File: config.mk
export PLATFORM = sky130hd
export DESIGN_NAME = aud_bitframe_clkgen
export DESIGN_NICKNAME = d
export VERILOG_FILES = /design/src/rtl/aud_clkgen_pkg.sv /design/src/rtl/aud_clkgen_cfg_hold.sv /design/src/rtl/aud_clkgen_bit_div.sv /design/src/rtl/aud_clkgen_frame_ctr.sv /design/src/rtl/aud_bitframe_clkgen.sv
export SDC_FILE = /design/constraint.sdc
export NUM_CORES = 1
export LEC_CHECK = 0
export BUFFER_PORTS_ARGS = -buffer_cell sky130_fd_sc_hd__buf_2
export CORE_MARGIN = 2
export CORE_UTILIZATION = 59
export DETAILED_ROUTE_END_ITERATION = 10
export GPL_TIMING_DRIVEN = 0
export PLACE_DENSITY = 0.8
export SYNTH_ARGS = -nofsm -noshare
export SYNTH_HDL_FRONTEND = slang
export SYNTH_SLANG_ARGS = --single-unit
File: constraint.sdc
create_clock -name clk -period 3.5 [get_ports clk]
set_input_delay 0.525 -clock clk [delete_from_list [all_inputs] [get_ports clk]]
set_output_delay 0.525 -clock clk [all_outputs]
set_load 0.02 [all_outputs]
File: src/rtl/aud_clkgen_pkg.sv
package aud_clkgen_pkg;
  typedef enum logic {
    DIV_ENC_LOG2   = 1'b0,
    DIV_ENC_MINUS1 = 1'b1
  } div_enc_e;
endpackage

File: src/rtl/aud_clkgen_cfg_hold.sv
module aud_clkgen_cfg_hold
  import aud_clkgen_pkg::*;
#(
  parameter div_enc_e ENC   = DIV_ENC_LOG2,
  parameter int       LOG_W = 2,
  parameter int       DIV_W = 6,
  parameter int       FRM_W = 12,
  localparam int      RAT_W = DIV_W + 1
) (
  input  logic             clk,
  input  logic             rst_n,
  input  logic             load,
  input  logic [LOG_W-1:0] div_log2,
  input  logic [DIV_W-1:0] div_m1,
  input  logic [FRM_W-1:0] frame_m1,
  input  logic             inv_b,
  input  logic             inv_f,
  output logic [RAT_W-1:0] ratio_q,
  output logic [FRM_W-1:0] frm_q,
  output logic             inv_b_q,
  output logic             inv_f_q
);
  // Master cycles per bit period, per the selected field encoding.
  function automatic logic [RAT_W-1:0] decode_ratio(input logic [LOG_W-1:0] lg,
                                                    input logic [DIV_W-1:0] m1);
    if (ENC == DIV_ENC_LOG2) return RAT_W'(1) << lg;
    else                     return {1'b0, m1} + RAT_W'(1);
  endfunction

  always_ff @(posedge clk or negedge rst_n) begin
    if (!rst_n) begin
      ratio_q <= RAT_W'(1);
      frm_q   <= '0;
      inv_b_q <= 1'b0;
      inv_f_q <= 1'b0;
    end else if (load) begin
      ratio_q <= decode_ratio(div_log2, div_m1);
      frm_q   <= frame_m1;
      inv_b_q <= inv_b;
      inv_f_q <= inv_f;
    end
  end
endmodule

File: src/rtl/aud_clkgen_bit_div.sv
module aud_clkgen_bit_div #(
  parameter int  DIV_W = 6,
  localparam int RAT_W = DIV_W + 1
) (
  input  logic             clk,
  input  logic             rst_n,
  input  logic             clr,
  input  logic             run,
  input  logic [RAT_W-1:0] ratio,
  output logic [DIV_W-1:0] cnt_o,
  output logic             tick_o,
  output logic             bclk_raw_o
);
  logic [DIV_W-1:0] cnt_q;
  logic             tog_q;
  logic             last;
  logic [RAT_W-1:0] half;

  assign last   = ({1'b0, cnt_q} == (ratio - RAT_W'(1)));
  assign half   = ratio >> 1;
  assign tick_o = run & last;
  assign cnt_o  = cnt_q;

  // Ratio one: alternate every master cycle, first cycle high.
  assign bclk_raw_o = run & ((ratio == RAT_W'(1)) ? ~tog_q : ({1'b0, cnt_q} < half));

  always_ff @(posedge clk or negedge rst_n) begin
    if (!rst_n) begin
      cnt_q <= '0;
      tog_q <= 1'b0;
    end else if (clr) begin
      cnt_q <= '0;
      tog_q <= 1'b0;
    end else if (run) begin
      cnt_q <= last ? '0 : cnt_q + DIV_W'(1);
      tog_q <= ~tog_q;
    end
  end
endmodule

File: src/rtl/aud_clkgen_frame_ctr.sv
module aud_clkgen_frame_ctr #(
  parameter int FRM_W = 12
) (
  input  logic             clk,
  input  logic             rst_n,
  input  logic             clr,
  input  logic             run,
  input  logic             bit_tick,
  input  logic [FRM_W-1:0] frm_m1,
  output logic [FRM_W-1:0] fcnt_o,
  output logic             frame_o,
  output logic             fclk_raw_o
);
  logic [FRM_W-1:0] fcnt_q;
  logic             flast;
  logic [FRM_W:0]   half;

  assign flast      = (fcnt_q == frm_m1);
  assign half       = ({1'b0, frm_m1} + (FRM_W + 1)'(1)) >> 1;
  assign frame_o    = bit_tick & flast;
  assign fclk_raw_o = run & ({1'b0, fcnt_q} >= half);
  assign fcnt_o     = fcnt_q;

  always_ff @(posedge clk or negedge rst_n) begin
    if (!rst_n)         fcnt_q <= '0;
    else if (clr)       fcnt_q <= '0;
    else if (bit_tick)  fcnt_q <= flast ? '0 : fcnt_q + FRM_W'(1);
  end
endmodule

File: src/rtl/aud_bitframe_clkgen.sv
module aud_bitframe_clkgen
  import aud_clkgen_pkg::*;
#(
  parameter div_enc_e ENC   = DIV_ENC_LOG2,
  parameter int       LOG_W = 2,
  parameter int       DIV_W = 6,
  parameter int       FRM_W = 12
) (
  input  logic             clk,
  input  logic             rst_n,
  input  logic             cfg_en,
  input  logic [LOG_W-1:0] cfg_div_log2,
  input  logic [DIV_W-1:0] cfg_div_m1,
  input  logic [FRM_W-1:0] cfg_frame_m1,
  input  logic             cfg_inv_bclk,
  input  logic             cfg_inv_fclk,
  output logic             bclk_o,
  output logic             fclk_o,
  output logic             bit_tick_o,
  output logic             frame_start_o
);
  localparam int RAT_W = DIV_W + 1;

  logic             run_q;
  logic             stop;
  logic [RAT_W-1:0] ratio_q;
  logic [FRM_W-1:0] frm_q;
  logic             inv_b_q, inv_f_q;
  logic [DIV_W-1:0] bit_cnt;
  logic [FRM_W-1:0] frm_cnt;
  logic             bit_tick, frame_tick, bclk_raw, fclk_raw;

  assign stop = ~cfg_en;

  always_ff @(posedge clk or negedge rst_n) begin
    if (!rst_n) run_q <= 1'b0;
    else        run_q <= cfg_en;
  end

  aud_clkgen_cfg_hold #(.ENC(ENC), .LOG_W(LOG_W), .DIV_W(DIV_W), .FRM_W(FRM_W)) u_cfg (
    .clk(clk), .rst_n(rst_n), .load(stop),
    .div_log2(cfg_div_log2), .div_m1(cfg_div_m1), .frame_m1(cfg_frame_m1),
    .inv_b(cfg_inv_bclk), .inv_f(cfg_inv_fclk),
    .ratio_q(ratio_q), .frm_q(frm_q), .inv_b_q(inv_b_q), .inv_f_q(inv_f_q)
  );

  aud_clkgen_bit_div #(.DIV_W(DIV_W)) u_bit (
    .clk(clk), .rst_n(rst_n), .clr(stop), .run(run_q), .ratio(ratio_q),
    .cnt_o(bit_cnt), .tick_o(bit_tick), .bclk_raw_o(bclk_raw)
  );

  aud_clkgen_frame_ctr #(.FRM_W(FRM_W)) u_frm (
    .clk(clk), .rst_n(rst_n), .clr(stop), .run(run_q), .bit_tick(bit_tick),
    .frm_m1(frm_q), .fcnt_o(frm_cnt), .frame_o(frame_tick), .fclk_raw_o(fclk_raw)
  );

  assign bclk_o        = bclk_raw ^ inv_b_q;
  assign fclk_o        = fclk_raw ^ inv_f_q;
  assign bit_tick_o    = bit_tick;
  assign frame_start_o = frame_tick;
endmodule

==> summary.md <==
| Metric | Value |
|---|---|
| Outcome | complete, no violations |
| # rows | 24 |
| Clock Tree Root | clkbuf_8 |
| CTS Sinks | 38 |
| TritonCTS clock tree | done |
| Cell accounting for the most synthesized area | dfrtp_1 |
| Min Tclk post-route | 3.30 ns |
| Unique masters post-synth | 49 |
| TritonCTS buffer count | 5 |
| Mapped cell area | 2660 um2 |
| Crit path required time | 2.97 ns |
| Final wirelength | 6070 um |
| CTS Buffer Depth | 2 |
| Final hold violation count | 0 |
| Fmax | 303 MHz |
| First-pass GRT wire length | 10400 um |
| Via count | 2309 |
| Pwr/cell area | 391 nW/um2 |
| Post-synthesis sequential area ratio | 35.7% |
| ANT cells | 0 |
| Setup Skew | 0.00583 ns |
| Port buffer count | 22 |
| # hold bufs at CTS | 0 |
| Skew-Pair Late Insertion Delay | 0.29 ns |
| Fraction of registers with async set/reset | 100% |
| Kind of critical path | reg2out |
| Yosys reg bits | 38 |
| Hpwl dp | 4220 um |
| Initial DRC count | 210 |
| CP arrival | 2.77 ns |
| Period utilisation layout | 94.2% |
| Post-layout nets | 362 |
| GPL Wtd Cong | 0.884 |
| H-Tree Depth | 2 |
| Crit-path max FO | 5 |
| EDFF count, synth | 0 |
| Worst slew pin tran | 0.862 ns |
| Initial Util | 61.2% |
| Slew HR | 42.5% |
| GRT Residual Overflow | 0 |
| Slew Limit Fails | 0 |
| WL/cell | 16.4 um |
| VDD IR-drop max | 0.315 mV |
| Largest net degree at the start of global routing | 39 |
| Synthesized Nets | 327 |
| Initial antenna violation count | 0 |
| Die area | 5070 um2 |
| Die height | 71.2 um |
| Width of the die | 71.2 um |
| RSZ-0062 raised after global routing | no |
| IO Count | 29 |
| P_leak | 0.00134 uW |
| Post-route ant nets | 0 |
| Share of layout cells above drive strength 1 | 20.8% |
| Synth Flop Type | dfrtp_1 |
| Setup TNS | 0 ns |
| Post-synthesis cell count | 282 |
| Startpoint type of the worst setup path | flop |
| Routed vias/inst | 6.24 |
| Post-Place Worst Slack | 0.0339 ns |
| Core area | 4350 um2 |
| Number of global-route vias before repair | 2112 |
| Share of the synthesized area in the top cell type | 34.8% |
| Most frequent cells in the layout | dfrtp_1, nand2_1, xor2_1, buf_2, ha_1 |
| DR pass1 iterations | 5 |
| Setup ws final | 0.202 ns |
| Maximum capacitance violations | 0 |
| Post-route DRC | 0 |
| Gr usage total | 25.9% |
| Clock Pin Slew Worst Setup and Hold Paths | 0.07 ns |
| Area grow syn2layout | 13.5% |
| Yosys Warn Count | 0 |
| Commonest non-fill, non-tap cell in the layout | dfrtp_1 |
| Largest cells by area after synthesis | dfrtp_1, ha_1, xor2_1 |
| Syn_area_per_cell | 9.45 um2 |
| Setup crit end kind | primary output |
| # setup viols final | 0 |
| Worst hold-check path type | in2async |
| Fill cells | 323 |
==> critical path, stage by stage (launching register included) <==
cell      delay [ns]
dfrtp_1         0.40
and3_1          0.19
and2_2          0.20
and3_4          0.21
nand2_1         0.06
xor2_1          0.14
ha_1            0.27
nand2_1         0.09
o21ai_4         0.20
o21ai_2         0.11
or2_2           0.28
o211ai_1        0.16
buf_4           0.17
==> path summary, 6_finish.rpt <==
check / startpoint / endpoint / slack [ns] / cells after the start
worst max-delay path: u_cfg.frm_q[4]$_DFFE_PN0N_ / fclk_o / 0.20 / 12
worst min-delay path: rst_n / u_cfg.frm_q[2]$_DFFE_PN0N_ / 0.34 / 1
worst max register to register: u_cfg.ratio_q[0]$_DFFE_PN1N_ / u_frm.fcnt_o[3]$_DFFE_PN0P_ / 0.80 / 8
worst min register to register: u_cfg.inv_b_q$_DFFE_PN0N_ / u_cfg.inv_b_q$_DFFE_PN0N_ / 0.54 / 1
max in group asynchronous: rst_n / u_cfg.frm_q[3]$_DFFE_PN0N_ / 2.57 / 1
min in group clk: cfg_en / run_q$_DFF_PN0_ / 0.35 / 1
==> synthesized netlist by cell type, types with 3 or more instances <==
cell type and number:
a21oi_1 4, nand4_1 4, nand2_1 29, and3_1 7, nor3_1 6, mux2_2 14
inv_1 9, clkbuf_1 11, xor2_1 23, nand3b_1 4, ha_1 20, a32oi_1 7
or4_1 3, nor2_1 10, nand2b_1 3, nor4_1 5, dfrtp_1 37, nand3_1 17
xnor2_1 7, or3_1 3, o211ai_1 7, o21ai_0 15
==> kinds of logic (layout without fill, tap and decap cells) <==
family          count (synthesis)  in the layout  synth area share, %
compound gates                 54             54                 14.9
xor+xnor                       30             30                 9.86
fa+ha+maj                      20             20                 9.39
buf+inv                        24             60                 3.76
flops                          38             38                 35.7
mux                            14             14                 5.92
simple gates                  102            102                 20.4
==> flip-flops by register name, summed over array words and instances (netlist names) <==
name           cells
run_q              1
u_bit.tog_q        1
u_cfg.inv_b_q      1
u_cfg.ratio_q      4
u_frm.fcnt_o      12
u_cfg.inv_f_q      1
u_bit.cnt_o        6
u_cfg.frm_q       12
==> routing by layer <==
metal  wire (um)  track usage (%)  part of all wire, %
met2        2780             38.9                   46
met4          86             5.87                  1.4
met3         250             4.70                  4.1
met1        2960             39.1                   49
met5           0                0                    0
==> layout make-up <==
type | instances | area (um2) | area share (%)
clock buffers | 7 | 86.3 | 2.85
multi-input cells | 220 | 1660 | 54.7
clock inverters | 1 | 5.00 | 0.165
plain buffers | 15 | 66.3 | 2.19
well taps | 52 | 65.1 | 2.15
repair buffers | 28 | 158 | 5.21
inverters | 9 | 33.8 | 1.12
flip-flops and latches | 38 | 955 | 31.6
==> stage by stage <==
| stage | power (uW) | hold WS [ns] | utilization, % | area, um2 | instances |
|---|---|---|---|---|---|
| global placement | 815 | 0.510 | 65.2 | 2840 | 356 |
| floorplan | 739 | 0.229 | - | 2660 | 282 |
| global route | 1250 | 0.342 | 69.5 | 3020 | 370 |
| finish | 1180 | 0.341 | 69.5 | 3020 | 370 |
| CTS | 1150 | 0.353 | 67.5 | 2940 | 364 |
| detailed placement | 827 | 0.524 | 65.2 | 2840 | 356 |
==> where the power goes <==
group	leakage [uW]	internal [uW]	switching, uW
combinational	0.000811	151	166
sequential	0.000481	479	63.8
clock	0.0000482	159	163
==> what timing repair did <==
action / 4_1_cts / 5_1_grt
endpoints found under the setup margin: 1 / 1
pin swaps: 0 / 0
buffers inserted: 0 / 6
gates resized for setup: 6 / 8
Power figures use the tool's default switching activity.
